--- src/rtl/seg_row_pkg.sv ---
package seg_row_pkg;

  typedef enum logic [1:0] {
    LVL_V1  = 2'b00,
    LVL_VEE = 2'b01,
    LVL_V3  = 2'b10,
    LVL_V4  = 2'b11
  } drive_lvl_e;

  function automatic drive_lvl_e drive_code(input logic dat, input logic alt, input logic on);
    drive_lvl_e lvl;
    if (!on)
      lvl = LVL_V1;
    else if (dat)
      lvl = alt ? LVL_VEE : LVL_V1;
    else
      lvl = alt ? LVL_V3 : LVL_V4;
    return lvl;
  endfunction

endpackage

--- src/rtl/seg_fall_detect.sv ---
module seg_fall_detect (
  input  logic clk,
  input  logic rst,
  input  logic din,
  output logic fall
);
  logic prev_q;

  always_ff @(posedge clk) begin
    if (rst) prev_q <= 1'b1;
    else     prev_q <= din;
  end

  assign fall = prev_q & ~din;
endmodule

--- src/rtl/seg_fill_ctrl.sv ---
module seg_fill_ctrl #(
  parameter int NCOL = 80,
  parameter int NIB  = 4
) (
  input  logic            clk,
  input  logic            rst,
  input  logic            cp_fall,
  input  logic            load_fall,
  input  logic            ce_in_n,
  input  logic            par_mode,
  input  logic [NIB-1:0]  nib,
  output logic [NCOL-1:0] row,
  output logic            ce_out_n
);
  localparam int CNT_W = $clog2(NCOL + 1);
  localparam int NIB_W = $clog2(NIB);
  localparam logic [CNT_W:0] FULL_V = (CNT_W+1)'(NCOL);
  localparam logic [CNT_W:0] NIB_V  = (CNT_W+1)'(NIB);

  logic [CNT_W:0]  cnt_q;
  logic [CNT_W:0]  cnt_nxt;
  logic [CNT_W:0]  sum;
  logic            full_q;
  logic            accept;
  logic [NCOL-1:0] wr_v;
  logic [NCOL-1:0] dat_v;

  assign accept = cp_fall & ~load_fall & ~ce_in_n & ~full_q;

  always_comb begin
    sum     = cnt_q + (par_mode ? NIB_V : (CNT_W+1)'(1));
    cnt_nxt = (sum > FULL_V) ? FULL_V : sum;
  end

  for (genvar i = 0; i < NCOL; i++) begin : g_col
    localparam logic [CNT_W:0] IDX = (CNT_W+1)'(i);
    logic [CNT_W:0] off;
    logic           hit;
    assign off = IDX - cnt_q;
    assign hit = par_mode ? ((IDX >= cnt_q) && (IDX < cnt_q + NIB_V)) : (IDX == cnt_q);
    assign wr_v[i]  = accept & hit;
    assign dat_v[i] = par_mode ? nib[off[NIB_W-1:0]] : nib[NIB-1];
  end

  always_ff @(posedge clk) begin
    if (rst) begin
      cnt_q  <= '0;
      full_q <= 1'b0;
      row    <= '0;
    end else if (load_fall) begin
      cnt_q  <= '0;
      full_q <= 1'b0;
    end else if (accept) begin
      cnt_q  <= cnt_nxt;
      full_q <= (cnt_nxt == FULL_V);
      row    <= (row & ~wr_v) | (dat_v & wr_v);
    end
  end

  assign ce_out_n = ~full_q;
endmodule

--- src/rtl/seg_level_out.sv ---
module seg_level_out
  import seg_row_pkg::*;
#(
  parameter int NCOL = 80
) (
  input  logic              clk,
  input  logic              rst,
  input  logic              load_fall,
  input  logic [NCOL-1:0]   row,
  input  logic              frame_alt,
  input  logic              blank_n,
  output logic [2*NCOL-1:0] seg_code
);
  logic [NCOL-1:0]   latch_q;
  logic [2*NCOL-1:0] code_nxt;

  always_ff @(posedge clk) begin
    if (rst)            latch_q <= '0;
    else if (load_fall) latch_q <= row;
  end

  for (genvar i = 0; i < NCOL; i++) begin : g_map
    assign code_nxt[2*i +: 2] = drive_code(latch_q[i], frame_alt, blank_n);
  end

  always_ff @(posedge clk) begin
    if (rst) seg_code <= '0;
    else     seg_code <= code_nxt;
  end
endmodule

--- src/rtl/seg_row_loader.sv ---
module seg_row_loader #(
  parameter int NCOL = 80,
  parameter int NIB  = 4
) (
  input  logic              clk,
  input  logic              rst,
  input  logic              par_mode,
  input  logic              ser_din,
  input  logic [NIB-2:0]    par_din,
  input  logic              shift_clk,
  input  logic              load_strb,
  input  logic              ce_in_n,
  output logic              ce_out_n,
  input  logic              frame_alt,
  input  logic              blank_n,
  output logic [2*NCOL-1:0] seg_code
);
  logic            cp_fall;
  logic            load_fall;
  logic [NCOL-1:0] row;

  seg_fall_detect u_cp_edge (
    .clk  (clk),
    .rst  (rst),
    .din  (shift_clk),
    .fall (cp_fall)
  );

  seg_fall_detect u_load_edge (
    .clk  (clk),
    .rst  (rst),
    .din  (load_strb),
    .fall (load_fall)
  );

  seg_fill_ctrl #(.NCOL(NCOL), .NIB(NIB)) u_fill (
    .clk       (clk),
    .rst       (rst),
    .cp_fall   (cp_fall),
    .load_fall (load_fall),
    .ce_in_n   (ce_in_n),
    .par_mode  (par_mode),
    .nib       ({ser_din, par_din}),
    .row       (row),
    .ce_out_n  (ce_out_n)
  );

  seg_level_out #(.NCOL(NCOL)) u_out (
    .clk       (clk),
    .rst       (rst),
    .load_fall (load_fall),
    .row       (row),
    .frame_alt (frame_alt),
    .blank_n   (blank_n),
    .seg_code  (seg_code)
  );
endmodule

--- config.mk ---
export PLATFORM = sky130hd
export DESIGN_NAME = seg_row_loader
export DESIGN_NICKNAME = d
export VERILOG_FILES = /design/src/rtl/seg_row_pkg.sv /design/src/rtl/seg_fall_detect.sv /design/src/rtl/seg_fill_ctrl.sv /design/src/rtl/seg_level_out.sv /design/src/rtl/seg_row_loader.sv
export SDC_FILE = /design/constraint.sdc
export NUM_CORES = 1
export LEC_CHECK = 0
export ABC_AREA = 1
export BUFFER_PORTS_ARGS = -buffer_cell sky130_fd_sc_hd__buf_2
export CORE_UTILIZATION = 35
export DETAILED_ROUTE_END_ITERATION = 16
export PLACE_DENSITY_LB_ADDON = 0.1
export SYNTH_ARGS = -nofsm -noshare
export SYNTH_HDL_FRONTEND = slang
export SYNTH_SLANG_ARGS = --single-unit
export TNS_END_PERCENT = 10
--- constraint.sdc ---
create_clock -name clk -period 3 [get_ports clk]
set_clock_uncertainty 0.05 [all_clocks]
set_input_delay 0 -clock clk [delete_from_list [all_inputs] [get_ports clk]]
set_output_delay 0 -clock clk [all_outputs]
set_load 0.005 [all_outputs]
# Word level (Yosys, flattened, before mapping)
# Index checks and enable logic that the tools add are counted.
[word_totals]
regBits = 331
out_inout_bits = 161
wordCells = 993
[op_classes]
reduce_logical = 84
mux = 404
n_eq_ne = 80
addsub = 82
bitwise = 95
n_lt_le_gt_ge = 241
[op_table]
columns = ["cell", "count"]
rows = [
  ["6-bit by 8-bit == test with 1-bit output (first input constant)", 32],
  ["6-bit by 8-bit >= comparator with 1-bit output (first input constant)", 32],
  ["6-bit by 8-bit < comparator with 1-bit output (first input constant)", 32],
  ["1-bit two-way mux", 242],
  ["2-bit by 3-bit < comparator with 1-bit output (second input constant)", 80],
  ["80-bit bitwise AND", 2],
  ["1-bit binary-select mux with 2-bit select", 80],
  ["2-bit two-way mux", 80],
  ["5-bit by 8-bit == test with 1-bit output (first input constant)", 16],
  ["7-bit by 8-bit == test with 1-bit output (first input constant)", 16],
  ["5-bit by 8-bit >= comparator with 1-bit output (first input constant)", 16],
  ["7-bit by 8-bit >= comparator with 1-bit output (first input constant)", 16],
  ["5-bit by 8-bit < comparator with 1-bit output (first input constant)", 16],
  ["7-bit by 8-bit < comparator with 1-bit output (first input constant)", 16],
  ["1-bit bitwise AND", 85],
  ["1-bit logical AND", 80],
  ["80-bit inverter", 1],
  ["80-bit bitwise OR", 1],
  ["1-bit by 2-bit subtractor with 2-bit output (first input constant)", 40],
  ["2-bit subtractor (first input constant)", 40],
  ["4-bit by 8-bit == test with 1-bit output (first input constant)", 8],
  ["4-bit by 8-bit >= comparator with 1-bit output (first input constant)", 8],
  ["4-bit by 8-bit < comparator with 1-bit output (first input constant)", 8],
  ["3-bit by 8-bit == test with 1-bit output (first input constant)", 4],
  ["other kinds (18)", 35],
]

# Depth between registers and ports, before layout
# Gate-level depths: netlist (run 1).
[logic_depth]
ltp_word = 10
mapped_depth = 17

# Hierarchy
# A second synthesis (run 1) with hierarchy kept.
[hier_totals]
hier_cells = 2104
area_unflattened_um2 = 14390.1
[by_module_without_submodules]
columns = ["mod", "instances", "seq_area_each_um2", "area_per_inst_um2", "cells_each"]
rows = [
  ["seg_level_out", 1, 4804.6, 7956.4, 1023],
  ["seg_fill_ctrl", 1, 1781.7, 6356.1, 1069],
  ["seg_fall_detect", 2, 20.0, 38.8, 6],
]

# Least setup slack after synthesis (run 1)
# No wires, ideal clock.
[synth_timing]
kind = "flip-flop to flip-flop"
from = "reg u_fill.cnt_q[1]"
to = "reg (tool-made name)"
required_time_ps = 2835
arrival_ps = 2008
synth_period_minus_slack_ps = 2173
stages_incl_launch_ff = 13
n_path_buf = 2
setup_time_ps = 115
setup_slack_ps = 827
cell_sequence = "dfxtp_1 buf_2 clkinv_1 ha_1 inv_1 nand2_1 nand3_1 nand2_1 inv_1 buf_1 nand3_1 nand2_1 nor2_1"
[synth_lines]
columns = ["item", "line", "text"]
rows = [
  ["start, declared", "seg_fill_ctrl.sv:20", "logic [CNT_W:0] cnt_q;"],
  ["start signal, assigned", "seg_fill_ctrl.sv:54", "cnt_q <= cnt_nxt;"],
]

==> flow_results.org, run 1 <==
** Outcome
- Outcome :: finished clean

** Floorplanning
- The die is 201 um tall.
- Measured along the x axis, the die boundary spans 201 um.
- In this run the count of I/O pins placed on the die edge is 173.
- Core region area :: 0.0389 mm^2
- The floorplan has 72 rows.
- Starting density of the core :: 35.8%
- The die covers 0.0406 mm^2.

** Cells and area
- Antenna cells :: 0
- Leaving out fill and tap cells, the most frequent cell in the layout is sky130_fd_sc_hd__nand2_1.
- Of the cells placed in the final design, the portion with a size suffix greater than 1 is 17.7%.
- In the layout the commonest cells are sky130_fd_sc_hd__nand2_1 (377), sky130_fd_sc_hd__nor2_1 (337), sky130_fd_sc_hd__dfxtp_1 (331).
- Final instance area :: 0.0169 mm^2
- Final net count :: 2116
- Relative to the synthesized area, the layout overhead comes to 21.6%.

** Synth
- Gate Count Post-Synth :: 1898
- Synth Area in Simple Gates :: 27.2%
- Among all flip-flop cells after synthesis, the most frequent one is sky130_fd_sc_hd__dfxtp_1.
- YS warnings :: 0
- After synthesis, the share of flip-flops with an asynchronous set or reset is 0%.
- Synthesized-area fraction occupied by xor and xnor cells :: 3.02%
- After synthesis the netlist holds a flip-flop and latch count of 331.
- A synthesized cell averages 7.33 um^2.
- Number of flops mapped to enable cells by yosys :: 0
- Post-synthesis instance area :: 0.0139 mm^2
- Synth unique cells :: 40
- Largest family of logic cells by synthesized area :: simple AND/OR/NAND/NOR gates
- Post-synthesis adder-cell area fraction :: 1.08%
- Share of synthesized area spent on multiplexers :: 0.0719%
- The synthesized netlist devotes 13.1% of its cell area to compound gates.
- When the netlist entered floorplanning its net count stood at 1922.
- Proportion of synthesized chip area in sequential cells :: 47.6%

** GRT
- The number of global-route vias before repair is 12100.
- The first global-routing pass estimated 74300 um of wire.
- Across every metal layer, demand over resource in global routing totals 23.9%.
- Global route total overflow :: 0
- Initial antenna violation count :: 0
- Entering global routing, the biggest net connects 161 pins.

** Drt
- The routed layout has 12800 vias.
- Total iterations of the first detailed-routing run :: 5
- Routed length per instance :: 18.4 um
- Total wire length after detailed routing :: 48600 um
- After detailed routing, the number of vias per cell comes to 4.86.
- Remaining number of nets flagged by the antenna check after routing :: 0
- 1st-iter DRT viols :: 897
- After detailed routing, the number of remaining DRC violations is 0.

** Setup path
- Setup slack on the worst reg-to-reg path comes out at 0.43 ns.
- At the worst endpoint, the required time is 3.39 ns.
- For the worst flop-to-flop path, the logic depth is 12.
- Worst setup SP type :: flip-flop
- Maximum net fanout on the critical path :: 9
- For the worst setup path, the data arrival time is 2.96 ns.
- STA classifies the critical path endpoint as a flip-flop.
- Kind of critical path :: flip-flop to flip-flop
- CP max stage cell :: sky130_fd_sc_hd__dfxtp_1
- Top cell family by delay on the critical path :: simple AND/OR/NAND/NOR gates
- Slowest stage delay, CP :: 0.57 ns
- The signal on the critical path passes through inv_2 > ha_1 > nand2_1 > inv_1 > nor2_1 > o21ai_0 > nand2_1 > inv_1 > nand2_1 > nand2_1 > a21oi_1 > nor2_1.
- Worst R2R Start :: u_fill.cnt_q[0]$_SDFFE_PP0P_
- The critical path contains buffers and inverters numbering 3 combined.
- CP most frequent cell :: sky130_fd_sc_hd__nand2_1

** Clock network
- Post-CTS repair changed the size of 0 cells.
- Maximum count of clock buffers along a single path :: 3
- TritonCTS built the clock tree.
- Number of buffers inserted during clock tree synthesis :: 37
- Clock latency on the worst-skew pair :: 0.55 ns
- Master cell of the clock root buffer :: sky130_fd_sc_hd__clkbuf_16
- Clock-pin slew on the worst setup and hold paths :: 0.06 ns
- Clock tree synthesis found a total of 331 sinks.
- Maximum level of the CTS H-tree :: 2

** Pwr
- Across the VDD grid, the largest voltage drop is 0.000374 V.
- The analysis attributes to cell leakage a power of 0.00790 uW.
- In this run the power density over the cells is 622 mW/mm^2.
- Power comes to 10500 uW.

** Min path
- Hold Path Cell Cnt :: 4
- Startpoint of the tightest hold check path :: blank_n
- The worst hold path terminates at u_out.seg_code[45]$_SDFF_PP0_.
- The worst hold path belongs to the class primary input to flip-flop.

** Placed design
- Summing all placed instances gives a cell area of 0.0156 mm^2.
- Routability-driven placement finished with a final weighted congestion of 0.960.
- During placement, the flow inserted port buffers numbering 172.
- Post-DP HPWL :: 35400 um

** Flow run
- Max-capacitance violation count :: 0

** STA
- The hold violation count in the final report is 0.
- Unrepaired setup endpoints after global routing :: false
- For this run, the top clock speed supported by timing is 389 MHz.
- Of the available clock period, the critical path in the final layout requires 85.8%.
- Summed over all failing endpoints, the final setup total negative slack is 0 ns.
- Number of endpoints failing setup at the final stage :: 0
- Counting I/O delays and the setup requirement, the final critical path takes 2.57 ns.
- Total count of max-transition violations in the final report :: 0
- Worst hold margin :: 0.0317 ns
- At the pin with the least slew margin, the transition time is 0.910 ns.
- Max transition margin :: 39.3%
-- per-layer routing --
layer | global-route usage [%] | vias up | part of all wire [%]
met5 | 0 | - | 0
met4 | 9.31 | 0 | 3.6
met3 | 4.96 | 84 | 6.3
met2 | 36.3 | 405 | 43
met1 | 33.0 | 5903 | 47
li1 | - | 6430 | -
-- worst max-delay path by stage --
stage | from | endpoint | slack, ns | cells after the start
floorplan | u_fill.cnt_q[1]$_SDFFE_PP0P_ | flip-flop | 0.83 | 12
global placement | u_fill.cnt_q[0]$_SDFFE_PP0P_ | flip-flop | 0.44 | 12
detailed placement | u_fill.cnt_q[0]$_SDFFE_PP0P_ | flip-flop | 0.50 | 12
CTS | u_fill.cnt_q[0]$_SDFFE_PP0P_ | flip-flop | 0.48 | 12
global route | u_fill.cnt_q[0]$_SDFFE_PP0P_ | flip-flop | 0.26 | 12
finish | u_fill.cnt_q[0]$_SDFFE_PP0P_ | flip-flop | 0.43 | 12
-- cell usage after synthesis, types with 2 or more instances --
library cell | n | area, um^2
sky130_fd_sc_hd__nand3_2 | 19 | 190
sky130_fd_sc_hd__ha_1 | 12 | 150
sky130_fd_sc_hd__nand2_2 | 7 | 43.8
sky130_fd_sc_hd__nand4_1 | 19 | 119
sky130_fd_sc_hd__nor3_1 | 9 | 45.0
sky130_fd_sc_hd__buf_1 | 11 | 41.3
sky130_fd_sc_hd__buf_4 | 5 | 37.5
sky130_fd_sc_hd__clkinv_1 | 4 | 15.0
sky130_fd_sc_hd__a211oi_1 | 2 | 15.0
sky130_fd_sc_hd__inv_1 | 158 | 593
sky130_fd_sc_hd__nor2_2 | 5 | 31.3
sky130_fd_sc_hd__buf_2 | 11 | 55.1
sky130_fd_sc_hd__nor2_1 | 337 | 1260
sky130_fd_sc_hd__nand3_1 | 81 | 405
sky130_fd_sc_hd__nand2_4 | 5 | 56.3
sky130_fd_sc_hd__o211ai_1 | 3 | 22.5
sky130_fd_sc_hd__buf_6 | 7 | 78.8
sky130_fd_sc_hd__a21oi_1 | 184 | 921
sky130_fd_sc_hd__nor2_4 | 9 | 101
sky130_fd_sc_hd__inv_2 | 8 | 30.0
sky130_fd_sc_hd__nand2_1 | 379 | 1420
sky130_fd_sc_hd__clkbuf_1 | 66 | 248
sky130_fd_sc_hd__nor3_2 | 4 | 40.0
sky130_fd_sc_hd__xor2_1 | 48 | 420
sky130_fd_sc_hd__o21ai_0 | 147 | 736
sky130_fd_sc_hd__dfxtp_1 | 331 | 6630
sky130_fd_sc_hd__o21ai_1 | 6 | 30.0
sky130_fd_sc_hd__a31oi_1 | 9 | 56.3
-- worst register-to-register path: stages, from the launching register on --
cell and delay (ns):
sky130_fd_sc_hd__dfxtp_1 0.57, sky130_fd_sc_hd__inv_2 0.17, sky130_fd_sc_hd__ha_1 0.39, sky130_fd_sc_hd__nand2_1 0.13, sky130_fd_sc_hd__inv_1 0.11, sky130_fd_sc_hd__nor2_1 0.39
sky130_fd_sc_hd__o21ai_0 0.21, sky130_fd_sc_hd__nand2_1 0.11, sky130_fd_sc_hd__inv_1 0.04, sky130_fd_sc_hd__nand2_1 0.05, sky130_fd_sc_hd__nand2_1 0.07, sky130_fd_sc_hd__a21oi_1 0.13
sky130_fd_sc_hd__nor2_1 0.06
-- power breakdown --
group,total [uW],internal [uW],switching [uW]
clock network,4660,2820,1840
logic,1130,367,761
registers,4740,4620,119
-- what timing repair did --
action | 4_1_cts | 5_1_grt
endpoints found under the hold margin | 15 | 0
hold buffers | 5 | 0
setup buffers | 0 | 0
-- metrics by stage --
stage | setup WS (ns) | util (%) | std cells
after CTS | 0.477 | 43.5 | 2638
after detailed placement | 0.500 | 40.1 | 2566
after global placement | 0.442 | 40.1 | 2566
after global routing | 0.261 | 43.5 | 2638
after floorplan | 0.827 | - | 1898
final | 0.427 | 43.5 | 2638
-- cells by family (layout without fill, tap and decap cells) --
logic type      count (synthesis)  in the layout
flops                         331            331
fa+ha+maj                      12             12
simple gates                  880            880
compound gates                356            356
xor+xnor                       48             48
mux                             1              1
buf+inv                       270            492
-- final cells by class --
cell class | instances | area, um^2
tap | 518 | 648
clock inverter | 13 | 163
clock buffer | 54 | 1100
timing repair buffer | 255 | 1540
sequential | 331 | 6630
inverter | 170 | 641
multi-input combinational | 1297 | 6200
fill | 4077 | 22000
(Power assumes the default switching activity.)
==> run 2, diff against run 1 <==
- clock period: 3 -> 3.3 ns (I/O delays scaled with it)
==> flow_results.org, run 2 (synthesis results as in run 1) <==
** STA
- The number of pins exceeding their max-slew limit in the final report came to 0.
- For the pin with the worst max-slew slack, the measured transition is 1.17 ns.
- Number of endpoints failing setup at the final stage :: 0
- Highest attainable clock frequency :: 346 MHz
- Count of final hold-check violations :: 0
- Minimum clock period :: 2.89 ns
- Setup repair after global routing left no endpoint under its margin.
- Max transition margin :: 22.2%
- Dividing the final minimum period by the clock period gives 87.5%.
- Setup total negative slack on the finished layout was measured at 0 ns.

** Clock network
- No sink is reached through more buffers than the 3 on the longest clock path.
- Maximum level of the CTS H-tree :: 2
- Master cell of the clock root buffer :: sky130_fd_sc_hd__clkbuf_16
- Clock Sink Count :: 331
- Clock latency on the worst-skew pair :: 0.56 ns
- Number of buffers inserted during clock tree synthesis :: 37
- Once the clock tree was built, the setup fixing pass inserted 0 buffers.
- After clock tree synthesis, the clock-pin slew on the worst setup and hold paths is 0.06 ns.
- TritonCTS clock tree :: built

** Setup path
- List of cells traversed by the critical path :: ha_1 > nand4_4 > nand2_4 > nand3_4 > nor2_4 > nand2_2 > o21ai_1 > inv_1 > nor2_1 > nor2_1
- STA classifies the critical path startpoint as a flip-flop.
- STA classifies the critical path endpoint as a flip-flop.
- For this run, the slowest stage of the critical path takes 0.60 ns.
- Across all register-to-register paths, the minimum setup slack is 0.41 ns.
- Worst reg2reg path depth :: 10
- Worst R2R Start :: u_fill.cnt_q[3]$_SDFFE_PP0P_
- Together, buffers and inverters on the worst path number 1.
- Along the worst path, the maximum fanout reaches 13.
- The largest individual stage delay along the critical path comes from the cell sky130_fd_sc_hd__dfxtp_1.
- Top cell family by delay on the critical path :: simple AND/OR/NAND/NOR gates
- Data on the critical path is required at its endpoint by 3.69 ns.
- Arrival @ worst endpoint :: 3.28 ns
- CP most frequent cell :: sky130_fd_sc_hd__nor2_1
- By startpoint and endpoint, the worst setup path is classified as flip-flop to flip-flop.

** Drt
- Across all layers, the routed design uses 12800 vias.
- 1st-iter DRT viols :: 898
- For this block, the routed nets add up to 48900 um of wire.
- Remaining number of nets flagged by the antenna check after routing :: 0
- DRC violation count after routing :: 0
- Dividing the detail-routed wire length by the instance count gives 18.8 um.
- The first detailed-routing pass took 5 iterations.
- Drt via density :: 4.92

** Placed design
- Number of input and output port buffers inserted :: 172
- Post-DP HPWL :: 36100 um
- Weighted congestion reported at the end of routability-driven placement :: 0.989
- Cells after DPL :: 2539

** Cells and area
- Count of filler cells inserted in the layout :: 4163
- Fraction of layout cells with a size suffix above 1 :: 16.3%
- Final net count :: 2089
- Most frequent standard cell in the layout excluding fill and tap cells :: sky130_fd_sc_hd__nand2_1
- Final instance count without filler cells :: 2606
- In the layout the commonest cells are sky130_fd_sc_hd__nand2_1 (377), sky130_fd_sc_hd__nor2_1 (337), sky130_fd_sc_hd__dfxtp_1 (331).
- The number of antenna diodes in the final layout is 0.
- Area growth syn-to-layout :: 19.5%

** Min path
- Hold Path Cell Cnt :: 4
- Startpoint of the tightest hold check path :: par_mode
- Class of the worst hold path :: primary input to flip-flop

** GRT
- The number of antenna violations at the first check in global routing was 1.
- Wire length of the first global-routing pass :: 75500 um
- Aggregate global-route resource usage :: 24.2%
- Vias in the first global route :: 12300
- Global route total overflow :: 0
- Entering global routing, the biggest net connects 130 pins.

** Outcome
- Outcome :: finished clean

** Floorplanning
- The floorplan step set the die width to 201 um.
- The die covers 0.0406 mm^2.
- Core region area :: 0.0389 mm^2
- Starting density of the core :: 35.8%
- Number of I/O pins :: 173
- Measured along the y axis, the die boundary spans 201 um.
- Placement row count :: 72

** Pwr
- Summed over all cells, the static leakage comes to 0.00773 uW.
- Power density over the cells :: 561 mW/mm^2
- Max VDD drop :: 0.000333 V

** Flow run
- Max-capacitance violation count :: 0
run 2: changes by cell type in the layout (fill, tap and decap cells not counted), sizes merged:
cell      delta
buf         -27
bufinv       -1
clkbuf       -2
clkinv       -1
clkinvlp     -2
inv          +1
run 2: final cells by class:
type / count / area (um^2) / share of cell area, %
multi-input cells: 1297 / 6200 / 37.3
flip-flops and latches: 331 / 6630 / 39.8
inverters: 170 / 641 / 3.85
well taps: 518 / 648 / 3.90
clock buffers: 52 / 1050 / 6.34
repair buffers: 228 / 1330 / 8.02
clock inverters: 10 / 129 / 0.775
run 2: repair_timing:
action	4_1_cts	5_1_grt
endpoints found under the hold margin	71	0
gates resized for setup	0	0
hold buffers	5	0
run 2: how the worst max path moves through the flow:
| stage | startpoint | end | slack (ns) | depth (start not counted) |
|---|---|---|---|---|
| global route | u_fill.cnt_q[3]$_SDFFE_PP0P_ | flip-flop | 0.23 | 10 |
| finish | u_fill.cnt_q[3]$_SDFFE_PP0P_ | flip-flop | 0.41 | 10 |
| CTS | u_fill.cnt_q[3]$_SDFFE_PP0P_ | flip-flop | 0.45 | 10 |
| detailed placement | u_fill.cnt_q[3]$_SDFFE_PP0P_ | flip-flop | 0.48 | 10 |
| floorplan | u_fill.cnt_q[1]$_SDFFE_PP0P_ | flip-flop | 1.13 | 12 |
| global placement | u_fill.cnt_q[3]$_SDFFE_PP0P_ | flip-flop | 0.52 | 10 |
run 2: worst reg2reg max path, cell delays in order, from the launching register on:
cell and delay [ns]:
sky130_fd_sc_hd__dfxtp_1 0.60, sky130_fd_sc_hd__ha_1 0.36, sky130_fd_sc_hd__nand4_4 0.15, sky130_fd_sc_hd__nand2_4 0.17, sky130_fd_sc_hd__nand3_4 0.21, sky130_fd_sc_hd__nor2_4 0.20
sky130_fd_sc_hd__nand2_2 0.29, sky130_fd_sc_hd__o21ai_1 0.52, sky130_fd_sc_hd__inv_1 0.08, sky130_fd_sc_hd__nor2_1 0.10, sky130_fd_sc_hd__nor2_1 0.05
run 2: report_power, final:
part / internal [uW] / total, uW / switching (uW)
clock: 2390 / 4020 / 1630
combinational: 316 / 1000 / 688
sequential: 4200 / 4310 / 107
run 2: metrics by stage:
stage          worst slack [ns]  hold WS, ns  area [um^2]  power, uW  utilization [%]
2_1_floorplan              1.13       0.0197        13900       4970                -
3_3_place_gp              0.522        0.150        15400       5400             39.6
3_5_place_dp              0.483        0.154        15400       5400             39.6
4_1_cts                   0.454       0.0101        16600       9460             42.7
5_1_grt                   0.228        0.102        16600       9750             42.7
6_report                  0.412       0.0481        16600       9330             42.7
run 2: layer usage:
metal  global-route usage (%)  vias up  routed length, um
li1                         -     6380                  -
met1                     33.8     6000              23500
met2                     37.7      347              21600
met3                     3.45       86               2320
met4                     9.36        0               1580
met5                        0        -                  0
